==> src/rtl/hwc_pkg.sv <==
package hwc_pkg;
  typedef enum logic {
    ST_RUN  = 1'b0,
    ST_HALT = 1'b1
  } hwc_state_e;

  localparam int unsigned NIB_W = 4;
endpackage

==> src/rtl/hwc_pin_wake.sv <==
// Two-flop synchronizer plus previous-sample stage, falling-edge detect,
// wake enable applied per group of GROUP pins.
module hwc_pin_wake #(
  parameter int unsigned NUM_PINS = 8,
  parameter int unsigned GROUP    = 1
) (
  input  logic                           clk,
  input  logic                           rst,
  input  logic [NUM_PINS-1:0]            pins,
  input  logic [(NUM_PINS/GROUP)-1:0]    grp_en,
  output logic                           any_fall
);
  localparam int unsigned NUM_GRP = NUM_PINS / GROUP;

  logic [NUM_PINS-1:0] sync1_q, sync2_q, prev_q;
  logic [NUM_PINS-1:0] pin_en;

  for (genvar g = 0; g < NUM_GRP; g++) begin : g_grp
    for (genvar p = 0; p < GROUP; p++) begin : g_pin
      assign pin_en[g*GROUP + p] = grp_en[g];
    end
  end

  always_ff @(posedge clk) begin
    if (rst) begin
      sync1_q <= '1;
      sync2_q <= '1;
      prev_q  <= '1;
    end else begin
      sync1_q <= pins;
      sync2_q <= sync1_q;
      prev_q  <= sync2_q;
    end
  end

  assign any_fall = |(prev_q & ~sync2_q & pin_en);
endmodule

==> src/rtl/hwc_wdt.sv <==
// Watchdog counter; overflow when the count would pass LIMIT-1.
module hwc_wdt #(
  parameter int unsigned LIMIT = 4096
) (
  input  logic clk,
  input  logic rst,
  input  logic clr,
  input  logic inc,
  output logic ovf
);
  localparam int unsigned CNT_W = (LIMIT > 2) ? $clog2(LIMIT) : 1;
  localparam logic [CNT_W-1:0] CNT_MAX = CNT_W'(LIMIT - 1);

  logic [CNT_W-1:0] cnt_q;

  assign ovf = inc && !clr && (cnt_q == CNT_MAX);

  always_ff @(posedge clk) begin
    if (rst || clr || ovf) cnt_q <= '0;
    else if (inc)          cnt_q <= cnt_q + 1'b1;
  end
endmodule

==> src/rtl/hwc_seq.sv <==
// Run/halt state, status flags and reset requests.
module hwc_seq
  import hwc_pkg::*;
(
  input  logic clk,
  input  logic rst,
  input  logic ext_rst_in,
  input  logic halt_stb,
  input  logic clr_wdt_stb,
  input  logic wake_evt,
  input  logic wdt_ovf,
  output logic running,
  output logic halt_entry,
  output logic pdf,
  output logic to_flag,
  output logic full_rst_req,
  output logic pcsp_rst_req
);
  hwc_state_e state_q;
  logic       hold_q;

  assign running    = (state_q == ST_RUN);
  assign halt_entry = running && halt_stb && !ext_rst_in;

  always_ff @(posedge clk) begin
    if (rst) begin
      state_q      <= ST_RUN;
      hold_q       <= 1'b0;
      pdf          <= 1'b0;
      to_flag      <= 1'b0;
      full_rst_req <= 1'b0;
      pcsp_rst_req <= 1'b0;
    end else begin
      full_rst_req <= 1'b0;
      pcsp_rst_req <= 1'b0;
      if (clr_wdt_stb) pdf <= 1'b0;
      if (ext_rst_in) begin
        state_q      <= ST_RUN;
        hold_q       <= 1'b0;
        full_rst_req <= 1'b1;
      end else if (state_q == ST_RUN) begin
        if (halt_stb) begin
          state_q <= ST_HALT;
          pdf     <= 1'b1;
          to_flag <= 1'b0;
          hold_q  <= wake_evt;
        end else if (wdt_ovf) begin
          to_flag      <= 1'b1;
          full_rst_req <= 1'b1;
        end
      end else begin
        if (wdt_ovf) begin
          to_flag      <= 1'b1;
          pcsp_rst_req <= 1'b1;
          state_q      <= ST_RUN;
          hold_q       <= 1'b0;
        end else if (wake_evt || hold_q) begin
          state_q <= ST_RUN;
          hold_q  <= 1'b0;
        end
      end
    end
  end
endmodule

==> src/rtl/halt_wake_ctrl.sv <==
module halt_wake_ctrl #(
  parameter int unsigned NUM_PA    = 8,
  parameter int unsigned NUM_NIB   = 2,
  parameter int unsigned WDT_LIMIT = 4096
) (
  input  logic                   clk,
  input  logic                   rst,
  input  logic                   ext_rst_in,
  input  logic                   halt_stb,
  input  logic                   clr_wdt_stb,
  input  logic                   wdt_src_osc,
  input  logic                   irq,
  input  logic [NUM_PA-1:0]      pa_pins,
  input  logic [NUM_PA-1:0]      pa_wake_en,
  input  logic [4*NUM_NIB-1:0]   px_pins,
  input  logic [NUM_NIB-1:0]     px_wake_en,
  output logic                   sys_clk_en,
  output logic                   pdf,
  output logic                   to_flag,
  output logic                   full_rst_req,
  output logic                   pcsp_rst_req
);
  import hwc_pkg::*;

  logic pa_fall, px_fall, wake_evt;
  logic running, halt_entry, wdt_ovf, wdt_clr, wdt_inc;

  hwc_pin_wake #(.NUM_PINS(NUM_PA), .GROUP(1)) u_pa_wake (
    .clk(clk), .rst(rst), .pins(pa_pins), .grp_en(pa_wake_en), .any_fall(pa_fall)
  );

  hwc_pin_wake #(.NUM_PINS(NIB_W*NUM_NIB), .GROUP(NIB_W)) u_px_wake (
    .clk(clk), .rst(rst), .pins(px_pins), .grp_en(px_wake_en), .any_fall(px_fall)
  );

  assign wake_evt = pa_fall || px_fall || irq;
  assign wdt_clr  = clr_wdt_stb || ext_rst_in || halt_entry;
  assign wdt_inc  = running || wdt_src_osc;

  hwc_wdt #(.LIMIT(WDT_LIMIT)) u_wdt (
    .clk(clk), .rst(rst), .clr(wdt_clr), .inc(wdt_inc), .ovf(wdt_ovf)
  );

  hwc_seq u_seq (
    .clk(clk), .rst(rst), .ext_rst_in(ext_rst_in), .halt_stb(halt_stb),
    .clr_wdt_stb(clr_wdt_stb), .wake_evt(wake_evt), .wdt_ovf(wdt_ovf),
    .running(running), .halt_entry(halt_entry), .pdf(pdf), .to_flag(to_flag),
    .full_rst_req(full_rst_req), .pcsp_rst_req(pcsp_rst_req)
  );

  assign sys_clk_en = running;
endmodule

==> config.mk <==
export PLATFORM = sky130hd
export DESIGN_NAME = halt_wake_ctrl
export DESIGN_NICKNAME = d
export VERILOG_FILES = /design/src/rtl/hwc_pkg.sv /design/src/rtl/hwc_pin_wake.sv /design/src/rtl/hwc_wdt.sv /design/src/rtl/hwc_seq.sv /design/src/rtl/halt_wake_ctrl.sv
export SDC_FILE = /design/constraint.sdc
export NUM_CORES = 1
export LEC_CHECK = 0
export BUFFER_PORTS_ARGS = -buffer_cell sky130_fd_sc_hd__buf_2
export CORE_ASPECT_RATIO = 1.5
export CORE_MARGIN = 1
export CORE_UTILIZATION = 50
export CTS_CLUSTER_DIAMETER = 200
export DETAILED_ROUTE_END_ITERATION = 7
export PLACE_DENSITY = 0.72
export SLEW_MARGIN = 20
export SYNTH_ARGS = -nofsm -noshare
export SYNTH_HDL_FRONTEND = slang
export SYNTH_HIERARCHICAL = 1
export SYNTH_SLANG_ARGS = --single-unit
export TNS_END_PERCENT = 100
==> constraint.sdc <==
create_clock -name clk -period 5.7 [get_ports clk]
set_input_delay 0.855 -clock clk [delete_from_list [all_inputs] [get_ports clk]]
set_output_delay 0.855 -clock clk [all_outputs]
set_load 0.03 [all_outputs]
# After elaboration in Yosys (flattened, before gate mapping)
# Cells that the tools add are included.
[op_classes] bitwise_logic=7 n_reduce_logical=20 muxes=19 eq_ne=2 add_sub_neg=1
[op_table] op="$and 8x8->8" count=4
[op_table] op="$mux 1" count=19
[op_table] op="$not 8->8" count=2
[op_table] op="$reduce_or 8->1" count=2
[op_table] op="$add 12x1->12 const B" count=1
[op_table] op="$eq 12x12->1 const B" count=1
[op_table] op="$logic_or 1x1->1" count=8
[op_table] op="$logic_and 1x1->1" count=4
[op_table] op="$ne 3x3->1 const B" count=1
[op_table] op="$reduce_or 3->1" count=1
[op_table] op="$logic_not 1->1" count=2
[op_table] op="$reduce_and 2->1" count=1
[op_table] op="$reduce_bool 2->1" count=1
[op_table] op="$reduce_or 2->1" count=1
[op_table] op="$not 1->1" count=1
[word_totals] word_cells=62 in_bits=33 output_inout_bits=5 register_bits=66

# Longest topological paths before layout
# Gate-level depths: netlist of the first run.
[logic_depth] ltp_word=11 mapped_depth=8 ltp_nobuf=7

# Hierarchy
# The synthesis of the first run kept the hierarchy.
[by_module_without_submodules] module="hwc_pin_wake at u_pa_wake" instances=1 area_per_inst_um2=719.4 cells_per_inst=65 seq_area_each_um2=480.5
[by_module_without_submodules] module="hwc_pin_wake at u_px_wake" instances=1 area_per_inst_um2=711.9 cells_per_inst=61 seq_area_each_um2=480.5
[by_module_without_submodules] module="hwc_wdt" instances=1 area_per_inst_um2=598.1 cells_per_inst=65 seq_area_each_um2=240.2
[by_module_without_submodules] module="hwc_seq" instances=1 area_per_inst_um2=236.5 cells_per_inst=23 seq_area_each_um2=120.1
[by_module_without_submodules] module="halt_wake_ctrl" instances=1 area_per_inst_um2=18.8 cells_per_inst=3 seq_area_each_um2=0.0

# Worst setup path before layout of the first run
# Ideal clock, no wire load.
[synth_timing] kind="input port to flip-flop" startpoint="input wdt_src_osc" endpoint="register u_seq.full_rst_req" path_buffers=1 path_slack_ps=3144 cell_stages=7 t_required_ps=5630 setup_time_ps=70 t_arrival_ps=2486 path_cell_list="or2_2 > buf_2 > nand3_2 > or4_1 > nor2_1 > or3b_2 > a21oi_1"
[synth_between] elab_chain_len=7
[synth_rtl] item="start: declaration" line_no="halt_wake_ctrl.sv:11" source="input logic wdt_src_osc,"
[synth_rtl] item="$logic_or 1x1->1" line_no="halt_wake_ctrl.sv:38" source="assign wdt_inc = running || wdt_src_osc;"
[synth_rtl] item="$logic_and 1x1->1 (2 in a row)" line_no="hwc_wdt.sv:16" source="assign ovf = inc && !clr && (cnt_q == CNT_MAX);"
[synth_rtl] item="named net wdt_ovf" line_no="halt_wake_ctrl.sv:26" source="logic running, halt_entry, wdt_ovf, wdt_clr, wdt_inc;"
[synth_rtl] item="$mux 1" line_no="hwc_seq.sv:47" source="end else if (wdt_ovf) begin"
[synth_rtl] item="$mux 1" line_no="hwc_seq.sv:42" source="if (halt_stb) begin"
[synth_rtl] item="$mux 1" line_no="hwc_seq.sv:41" source="end else if (state_q == ST_RUN) begin"
[synth_rtl] item="$mux 1" line_no="hwc_seq.sv:37" source="if (ext_rst_in) begin"
[synth_rtl] item="end signal: assignment" line_no="hwc_seq.sv:34" source="full_rst_req <= 1'b0;"
[synth_rtl] item="end signal: assignment" line_no="hwc_seq.sv:40" source="full_rst_req <= 1'b1;"
[synth_rtl] item="end signal: assignment" line_no="hwc_seq.sv:49" source="full_rst_req <= 1'b1;"
[synth_rtl] item="end: declaration" line_no="hwc_seq.sv:16" source="output logic full_rst_req,"
# The timed path passes the listed nets, and every way through them passes these cells.
# A chain may end at the register's enable or synchronous reset.

# Final worst setup path of the first run
[layout_timing] startpoint="input wdt_src_osc" endpoint="register u_seq.full_rst_req"
[layout_between] elab_chain_len=7
[layout_rtl] item="$logic_or 1x1->1" line_no="halt_wake_ctrl.sv:38"
[layout_rtl] item="named net wdt_inc" line_no="halt_wake_ctrl.sv:26"
[layout_rtl] item="$logic_and 1x1->1 (2 in a row)" line_no="hwc_wdt.sv:16"
[layout_rtl] item="named net wdt_ovf" line_no="halt_wake_ctrl.sv:26"
[layout_rtl] item="$mux 1" line_no="hwc_seq.sv:47"
[layout_rtl] item="$mux 1" line_no="hwc_seq.sv:42"
[layout_rtl] item="$mux 1" line_no="hwc_seq.sv:41"
[layout_rtl] item="$mux 1" line_no="hwc_seq.sv:37"
# The timed path passes the listed nets, and every way through them passes these cells.

==> results of run 1 <==
-- per-layer routing --
layer	vias to the layer above	global-route usage	wire length [µm]
met2	41	0.274	1690
li1	815	-	-
met1	693	0.175	1490
met5	-	0	0
met4	0	0.115	95
met3	13	0.0570	195
-- report_power, final --
group	internal (W)	total (W)	switching [W]	leakage, nW
Sequential	0.000477	0.000481	0.00000477	0.542
Clock	0.000210	0.000364	0.000153	0.0962
Combinational	0.0000226	0.0000427	0.0000200	0.426
Total	0.000710	0.000888	0.000178	1.06
-- logic make-up after synthesis --
family                   synth area share
multiplexers                      0.00876
buffers and inverters              0.0312
AND/OR/NAND/NOR                     0.276
adder cells (fa/ha/maj)           0.00548
AO/OA/AOI/OAI                      0.0849
flip-flops                          0.578
XOR/XNOR                           0.0153
-- per-stage QoR --
stage / util / hold slack [ns] / power (W) / cells
floorplan: - / 0.383 / 0.000517 / 217
CTS: 0.617 / 0.402 / 0.000903 / 309
finish: 0.617 / 0.401 / 0.000888 / 309
detailed placement: 0.574 / 0.389 / 0.000535 / 294
global route: 0.617 / 0.410 / 0.000932 / 309
global placement: 0.574 / 0.385 / 0.000534 / 294
-- worst paths after layout --
kind              slack, ns              endpoint
setup reg to reg       3.49    u_seq/full_rst_req
hold / removal         0.40  u_pa_wake/sync2_q[3]
setup / recovery       3.35    u_seq/full_rst_req
hold reg to reg        0.40  u_pa_wake/sync2_q[3]
-- registers in the layout, indices dropped and copies added (netlist names), 8 cells and up --
register,cells
u_wdt/cnt_q,12
u_pa_wake/sync2_q,8
u_px_wake/prev_q,8
u_px_wake/sync1_q,8
u_px_wake/sync2_q,8
u_pa_wake/sync1_q,8
u_pa_wake/prev_q,8
-- area by class of cell --
type	instances	area share
Clock inverter	3	0.0150
Sequential cell	66	0.496
Tap cell	46	0.0216
Inverter	6	0.00845
Timing Repair Buffer	37	0.0695
Clock buffer	12	0.0545
Multi-Input combinational cell	139	0.335
-- cells in the mapped netlist (2+ instances only) --
| library cell | instances | area share |
|---|---|---|
| sky130_fd_sc_hd__buf_2 | 3 | 0.0066 |
| sky130_fd_sc_hd__nand4_2 | 2 | 0.011 |
| sky130_fd_sc_hd__nand4_1 | 3 | 0.0082 |
| sky130_fd_sc_hd__nand3_1 | 3 | 0.0066 |
| sky130_fd_sc_hd__mux2i_1 | 2 | 0.0088 |
| sky130_fd_sc_hd__o22ai_1 | 4 | 0.011 |
| sky130_fd_sc_hd__o2111ai_1 | 2 | 0.0077 |
| sky130_fd_sc_hd__or2_2 | 5 | 0.014 |
| sky130_fd_sc_hd__nand2_1 | 14 | 0.023 |
| sky130_fd_sc_hd__inv_1 | 6 | 0.0099 |
| sky130_fd_sc_hd__nand2b_1 | 8 | 0.022 |
| sky130_fd_sc_hd__nor3_1 | 2 | 0.0044 |
| sky130_fd_sc_hd__o31ai_1 | 2 | 0.0066 |
| sky130_fd_sc_hd__or2_1 | 44 | 0.12 |
| sky130_fd_sc_hd__or4_1 | 4 | 0.013 |
| sky130_fd_sc_hd__nor2_1 | 8 | 0.013 |
| sky130_fd_sc_hd__a21oi_1 | 7 | 0.015 |
| sky130_fd_sc_hd__o21ai_0 | 4 | 0.0088 |
| sky130_fd_sc_hd__buf_6 | 3 | 0.015 |
| sky130_fd_sc_hd__or3_1 | 7 | 0.019 |
| sky130_fd_sc_hd__xor2_1 | 3 | 0.012 |
| sky130_fd_sc_hd__dfxtp_1 | 66 | 0.58 |
==> summary by stage, run 1 <==
Timing
The worst slew margin relative to its limit is 0.521. The setup TNS after final layout is 0 ns. The number of hold-slack violations in the final timing report is 0. The post-route clock skew is roughly 0.0063 ns. The measured slew at the worst slew-check pin is 0.718 ns.

The final setup violation count is 0. Setup slack on the critical path of the routed design comes to between 3 and 4 ns. The highest clock frequency the design can meet is 0.426 GHz. Of the available clock period, the critical path in the final layout requires 0.412.

The worst path needs roughly 2.3 ns of the cycle, external delays included. The count of final max-slew check failures is 0. Setup repair after global routing left no endpoint under its margin.

Cells and area
The relative area change from synthesis to final layout is 16.6%. After filler insertion, the fill cell instance count of the layout stands at between 300 and 400. The area of the multi-input gates is roughly 890 µm².

The area of all placed cells without fillers is 0.00266 mm². Leaving out fill and tap cells, the most frequent cell in the layout is sky130_fd_sc_hd__dfxtp_1. The share of post-route cells with drive strength above 1 is 0.236.

The combined flip-flop and latch cell area is 0.00132 mm². In the final design database the tool counted 293 nets. The antenna cell count is 0.

In the layout the commonest cells are sky130_fd_sc_hd__dfxtp_1 (66), sky130_fd_sc_hd__or2_1 (44), sky130_fd_sc_hd__buf_2 (37).

Clocking
Clock latency on the worst-skew pair, taken at its later pin, is around 0.32 ns. The buffer cell driving the clock tree root is sky130_fd_sc_hd__clkbuf_8. The number of buffers inserted during clock tree synthesis is 9. The TritonCTS clock tree is yes. After clock tree synthesis, the setup repair step added 0 buffers. The number of hold-repair buffers added at the cts stage is 0.

After clock tree synthesis, the clock-pin slew on the worst setup and hold paths is 0.06 ns. The total clock sinks is 66. The total of cells resized after clock tree synthesis is 0. The longest clock path from root to sink contains 2 buffers. In this run the number of H-tree levels came out at 3.

Worst setup path
Measured in cells, the most critical reg-to-reg path has a length of 7. Counting buffers and inverters, the worst setup path is 7 cells deep. STA classifies the critical path endpoint as a flip-flop. On the critical path the largest part of the delay comes from simple AND/OR/NAND/NOR gates. The most critical setup path has its startpoint at wdt_src_osc. The highest fanout seen on the critical path is 7. The path type of the worst setup path is input pin to flip-flop. Among all stages on the critical path, the largest delay is contributed by sky130_fd_sc_hd__or4_1. The worst setup path is launched from an input pin. The worst path arrival time is about 2.6 ns.

Traced cell by cell, the critical path runs through buf_2 -> or2_2 -> nand3_2 -> or4_1 -> nor2_1 -> or3b_2 -> a21oi_1. The critical path data required time is 5.95 ns. In this design, the stage delay of the slowest critical-path cell is 0.53 ns. The critical register-to-register path startpoint is u_seq/state_q. The count of buffering cells on the critical path with inverters included is 1.

Run status
The flow ran to the end, but the final reports show violations. The final reports fail on DRC.

Floorplanning
The initial core utilization is 0.529. The total I/O pin count is 38. The die extent in x is 57.2 µm. The floorplan step defined a core boundary enclosing 0.00432 mm².

The number of rows created at floorplan is 29. The die is 84.8 µm tall. The area of the die is ~0.0048 mm².

Placed design
Routability-driven placement finished with a final weighted congestion of 0.758. The detailed placer's ending HPWL is 2420 µm. Before CTS, the worst setup slack after placement is 3.01 ns. The count of input and output buffers is 37. The cell area after placement is 0.00248 mm².

Route
The DRC violations left is 8. The final routed wirelength across all metal layers is 3480 µm. The average wire per standard cell is 11.3 µm. The total iterations of the first detailed-routing run is 6. The detail route stage leaves a number of antenna-violating nets equal to 0.

The final route contains 1562 vias. After detailed routing, the number of vias per cell comes to 5.06. The first routing iteration left 32 violations.

Power and ir drop
The worst-case IR drop observed on VDD is around 0.20 mV. For this design the ratio of total power to cell area is ~330 mW/mm². The static leakage is 1.06 nW.

Logic synthesis
The synthesized cell area is 0.00228 mm². The async set-reset flop share out of synthesis is 0. The dominant register cell in the synthesized netlist is sky130_fd_sc_hd__dfxtp_1. The average instance area after synthesis is 10.5 µm².

The number of register bits inferred by synthesis is 66. The warning count from the yosys run is 6. The synthesized instance count is 217.

The post-synthesis net count is between 200 and 300. The synthesized netlist contains 37 unique library cells. The post-synthesis sequential area ratio is 0.578. Counting flops with a built-in enable in the synthesized netlist gives 0.

GRT
The initial antenna violation count came to 0. The largest net degree at the start of global routing is a little under 60. In the global route stage, overall resource usage came out at 0.167. The number of global-route vias before repair is 1461. The first global-routing pass estimated roughly 6000 µm of wire. Global routing finished with a remaining overflow of 0.

Worst hold path
The path category of the worst min-delay check is flip-flop to flip-flop. The instance count along the most critical hold path is 1. The startpoint of the tightest hold check path is u_pa_wake/sync1_q[3].

Job
The count of max-cap constraint violations is 0.
No activity file was read; power rests on OpenSTA's default activity.
==> run 2: changes to the inputs <==
--- a/config.mk
+++ b/config.mk
@@ -5,6 +5,7 @@
 export SDC_FILE = /design/constraint.sdc
 export NUM_CORES = 1
 export LEC_CHECK = 0
+export ABC_AREA = 1
 export BUFFER_PORTS_ARGS = -buffer_cell sky130_fd_sc_hd__buf_2
 export CORE_ASPECT_RATIO = 1.5
 export CORE_MARGIN = 1
==> constraint.sdc (replaced) <==
create_clock -name clk -period 2.4 [get_ports clk]
set_input_delay 0.36 -clock clk [delete_from_list [all_inputs] [get_ports clk]]
set_output_delay 0.36 -clock clk [all_outputs]
set_load 0.03 [all_outputs]
==> summary by stage, run 2 <==
Route
The average wire per standard cell is 10.6 µm (was 11.3 µm). The DRC violations left is 2 (was 8). The total iterations of the first detailed-routing run is 8 (was 6). The top metal layer carrying routed signals is met4 (unchanged). The vias after detailed routing was 1702 (was 1562). The met3 routed wirelength is 153 µm (was 195 µm). The antenna violation net count after detailed routing came to 0 (unchanged). The initial detailed-routing violation count is 37 (was 32). The final routed wirelength across all metal layers is 3860 µm (was 3480 µm). The number of vias per cell came to 4.69 (was 5.06).

The detailed route wirelength on metal2 is 2030 µm (was 1690 µm). The sum of routed wire segments on met1 is 1640 µm (was 1490 µm).

Timing
The number of hold-slack violations in the final timing report is 0 (unchanged). The post-route fraction of the period consumed by the critical path is 0.666. The highest clock frequency the design can meet is 0.625 GHz. The post-route clock skew came to 0.00618 ns (was 0.00628 ns). RSZ-0062 raised after global routing: no (unchanged).

The worst slew margin relative to its limit is 0.665 (was 0.521). The final setup violation count was 0 (unchanged). The setup slack after layout is 0.801 ns (was 3.35 ns). The clock period could shrink to 1.60 ns. The setup TNS after final layout is 0 ns (unchanged). The measured slew at the worst slew-check pin was 0.502 ns (was 0.718 ns).

The count of final max-slew check failures came to 0 (unchanged).

Logic synthesis
The async set-reset flop share out of synthesis is 0 (unchanged). The synthesized cell area was 0.00231 mm² (was 0.00228 mm²). The top cell type by total area after synthesis is sky130_fd_sc_hd__dfxtp_1 (unchanged). The average instance area after synthesis is 8.67 µm² (was 10.5 µm²). The area share of the largest cell type after synthesis is 0.573 (was 0.578). The number of flops mapped to enable cells by yosys is 0 (unchanged).

The number of register bits inferred by synthesis is 66 (unchanged). The post-synthesis net count is 300 (was 251). The most frequent cell after synthesis is sky130_fd_sc_hd__dfxtp_1 (unchanged). Largest cells by area after synthesis: sky130_fd_sc_hd__dfxtp_1 (57%), sky130_fd_sc_hd__nand2_1 (9.3%), sky130_fd_sc_hd__or2_1 (7.3%), sky130_fd_sc_hd__nand3_1 (4.8%), sky130_fd_sc_hd__inv_1 (4.7%) (was sky130_fd_sc_hd__dfxtp_1 (58%), sky130_fd_sc_hd__or2_1 (12%), sky130_fd_sc_hd__nand2_1 (2.3%), sky130_fd_sc_hd__nand2b_1 (2.2%), sky130_fd_sc_hd__or3_1 (1.9%)). The synthesized instance count is 266 (was 217). The post-synthesis sequential area ratio is 0.573 (was 0.578). The warning count from the yosys run is 6 (unchanged). The distinct cell type count of the synthesized netlist is 22 (was 37). The dominant register cell in the synthesized netlist is sky130_fd_sc_hd__dfxtp_1 (unchanged).

Top cells by instance count after synthesis: sky130_fd_sc_hd__dfxtp_1 (66), sky130_fd_sc_hd__nand2_1 (57), sky130_fd_sc_hd__inv_1 (29) (was sky130_fd_sc_hd__dfxtp_1 (66), sky130_fd_sc_hd__or2_1 (44), sky130_fd_sc_hd__nand2_1 (14)).

Cells and area
The number of fill cells was 396 (was 370). The number of flip-flops in the largest register is 12 (unchanged). The combined flip-flop and latch cell area is 0.00132 mm² (unchanged). The post-route non-filler standard cell count is 363 (was 309).

The area of the multi-input gates was 842 µm² (was 892 µm²). The most frequent standard cell in the layout excluding fill and tap cells is sky130_fd_sc_hd__dfxtp_1 (unchanged). The antenna cell count is 0 (unchanged). The area of all placed cells without fillers is 0.00275 mm² (was 0.00266 mm²). Top library cells by usage in the layout, fill and taps aside: sky130_fd_sc_hd__dfxtp_1 (66), sky130_fd_sc_hd__nand2_1 (57), sky130_fd_sc_hd__buf_2 (37) (was sky130_fd_sc_hd__dfxtp_1 (66), sky130_fd_sc_hd__or2_1 (44), sky130_fd_sc_hd__buf_2 (37)). The largest register by flop count is u_wdt/cnt_q (unchanged).

The total number of nets in the final design is 346 (was 293). The share of post-route cells with drive strength above 1 is 0.224 (was 0.236). The relative area change from synthesis to final layout was 19.0% (was 16.6%).

Placed design
The count of input and output buffers was 37 (unchanged). The cell area after placement is 0.00253 mm² (was 0.00248 mm²). The minimum setup slack after placement is 0.798 ns (was 3.01 ns). The detailed placer's ending HPWL is 2680 µm (was 2420 µm). The cell total after placement is 347 (was 294).

The routability-driven placement congestion ratio is 0.798 (was 0.758).

Worst setup path
The slowest stage cell on the critical path is sky130_fd_sc_hd__dfxtp_1 (was sky130_fd_sc_hd__or4_1). The worst path arrival time is 1.82 ns (was 2.60 ns). The capture point of the worst path is u_seq/state_q (was u_seq/full_rst_req). The path type of the worst setup path is flip-flop to flip-flop (was input pin to flip-flop). The stage delay of the slowest cell on the critical path is 0.33 ns (was 0.53 ns).

The count of buffering cells on the critical path with inverters included is 2 (was 1). The launch point of the worst path is u_seq/state_q (was wdt_src_osc). The critical path depth was 9 (was 7). Cells along the critical path: inv_2 -> or2_1 -> nand3_2 -> nor2_4 -> nand3_2 -> inv_1 -> nor2_2 -> nand2_1 -> a21oi_2 (was buf_2 -> or2_2 -> nand3_2 -> or4_1 -> nor2_1 -> or3b_2 -> a21oi_1). The highest fanout seen on the critical path was 6 (was 7). The setup slack of the worst register-to-register path was 0.80 ns (was 3.49 ns). The logic depth of the worst register-to-register path came to 9 (was 7). The critical path data required time is 2.62 ns (was 5.95 ns).

The critical register-to-register path startpoint is u_seq/state_q (unchanged). The startpoint type of the worst setup path is a flip-flop (was input pin). The cell that appears most often on the critical path is sky130_fd_sc_hd__nand3_2. The family with the most delay on the worst path is simple AND/OR/NAND/NOR gates (unchanged). The category of the worst setup path capture point is a flip-flop (unchanged). The capturing point of the worst reg2reg path is u_seq/state_q (was u_seq/full_rst_req).

GRT
The number of global-route vias before repair is 1622 (was 1461). The largest net degree at the start of global routing is 39 (was 58). The combined global-route utilization of all metal layers came to 0.181 (was 0.167).

The remaining global-route overflow was 0 (unchanged). The initial antenna violation count is 0 (unchanged). The global-route wire length before repair was 6620 µm (was 6040 µm).

Power and ir drop
The total power density per cell area is 821 mW/mm² (was 333 mW/mm²). The maximum vdd ir drop was 0.462 mV (was 0.204 mV). The fraction of power spent switching nets came to 0.206 (was 0.201). The sum of internal, switching and leakage power is 0.00225 W (was 0.000888 W). The proportion of power drawn by flip-flops and latches was 0.506 (was 0.542).

The switching power summed over all nets was 0.000465 W (was 0.000178 W). The clock share of power is 0.446 (was 0.410). The combinational fraction of design power is 0.048 (about the same). The internal power of the cells is 0.00179 W (was 0.000710 W).

The static leakage is 1.28 nW (was 1.06 nW).

Floorplanning
The area of the die is 0.00489 mm² (was 0.00485 mm²). The number of rows created at floorplan is 29 (unchanged). The height of the chip came to 85.2 µm (was 84.8 µm).

The core footprint is 0.00432 mm² (unchanged). The total I/O pin count is 38 (unchanged). The initial core utilization is 0.534 (was 0.529).

The die extent in x is 57.5 µm (was 57.2 µm).

Clocking
The total clock sinks is 66 (unchanged). The post-CTS setup repair buffer count is 0 (unchanged). The number of buffers on the longest clock path is 2 (unchanged).

The TritonCTS clock tree is yes (unchanged). The number of buffers inserted during clock tree synthesis was 9 (unchanged). The total of cells resized after clock tree synthesis is 0 (unchanged). The number of H-tree levels is 3 (unchanged).

The clock-pin slew reported for the worst setup and hold paths after clock tree synthesis is 0.07 ns (was 0.06 ns). The buffer cell driving the clock tree root was sky130_fd_sc_hd__clkbuf_8 (unchanged). The number of hold-repair buffers added at the cts stage is 0 (unchanged). The clock latency on the worst-skew pair is 0.33 ns (was 0.32 ns).

Worst hold path
The path category of the worst min-delay check is input pin to flip-flop (was flip-flop to flip-flop).

Run status
Violated checks: DRC (unchanged). Outcome: finished, violations left (unchanged).

Job
The count of max-cap constraint violations is 0 (unchanged).
[run 2: changes by cell type after synthesis, moves of 8 or more]
cell,before,now
sky130_fd_sc_hd__or2_1,44,27
sky130_fd_sc_hd__nand2b_1,8,0
sky130_fd_sc_hd__inv_1,6,29
sky130_fd_sc_hd__nor2_1,8,28
sky130_fd_sc_hd__nand2_1,14,57
sky130_fd_sc_hd__nand3_1,3,22
[run 2: stage by stage]
stage	hold WS, ns	util
final	0.209	0.636
after global routing	0.184	0.636
after CTS	0.190	0.636
after detailed placement	0.388	0.585
after global placement	0.384	0.585
after floorplan	0.383	-
[run 2: area by class of cell]
cell class                 instances  area share
sequential                        66       0.481
multi-input combinational        166       0.307
timing repair buffer              37      0.0675
clock buffer                      11      0.0515
inverter                          32      0.0438
clock inverter                     5      0.0283
tap                               46      0.0210
[run 2: power groups by stage]
| stage | registers (W) | logic (W) | clock network [W] |
|---|---|---|---|
| floorplan | 0.00117 | 0.0000638 | 0 |
| global placement | 0.00116 | 0.000109 | 0 |
| detailed placement | 0.00117 | 0.000111 | 0 |
| CTS | 0.00114 | 0.000112 | 0.00103 |
| global route | 0.00114 | 0.000124 | 0.00108 |
| finish | 0.00114 | 0.000109 | 0.00101 |
[run 2: how the worst min path moves through the flow]
stage,startpoint,endpoint,slack (ns),cells past startpoint
2_1_floorplan,u_pa_wake/sync1_q[0],u_pa_wake/sync2_q[0],0.38,1
3_3_place_gp,u_px_wake/sync1_q[1],u_px_wake/sync2_q[1],0.38,1
3_5_place_dp,u_pa_wake/sync1_q[2],u_pa_wake/sync2_q[2],0.39,1
4_1_cts,px_pins[1],u_px_wake/sync1_q[1],0.19,2
5_1_grt,pa_pins[0],u_pa_wake/sync1_q[0],0.18,2
6_report,px_pins[1],u_px_wake/sync1_q[1],0.21,2
[run 2: metal layers]
metal | vias to the layer above | track usage
met5 | - | 0
met1 | 761 | 0.186
met4 | 0 | 0.0931
met3 | 4 | 0.0701
li1 | 902 | -
met2 | 35 | 0.312
[run 2: cell families (layout without fill, tap and decap cells)]
| logic type | Yosys count | count (layout) | share of synthesized area |
|---|---|---|---|
| simple gates | 151 | 151 | 0.317 |
| flops | 66 | 66 | 0.573 |
| buf+inv | 34 | 85 | 0.0619 |
| compound gates | 9 | 9 | 0.0239 |
| xor+xnor | 5 | 5 | 0.0190 |
| fa+ha+maj | 1 | 1 | 0.00543 |
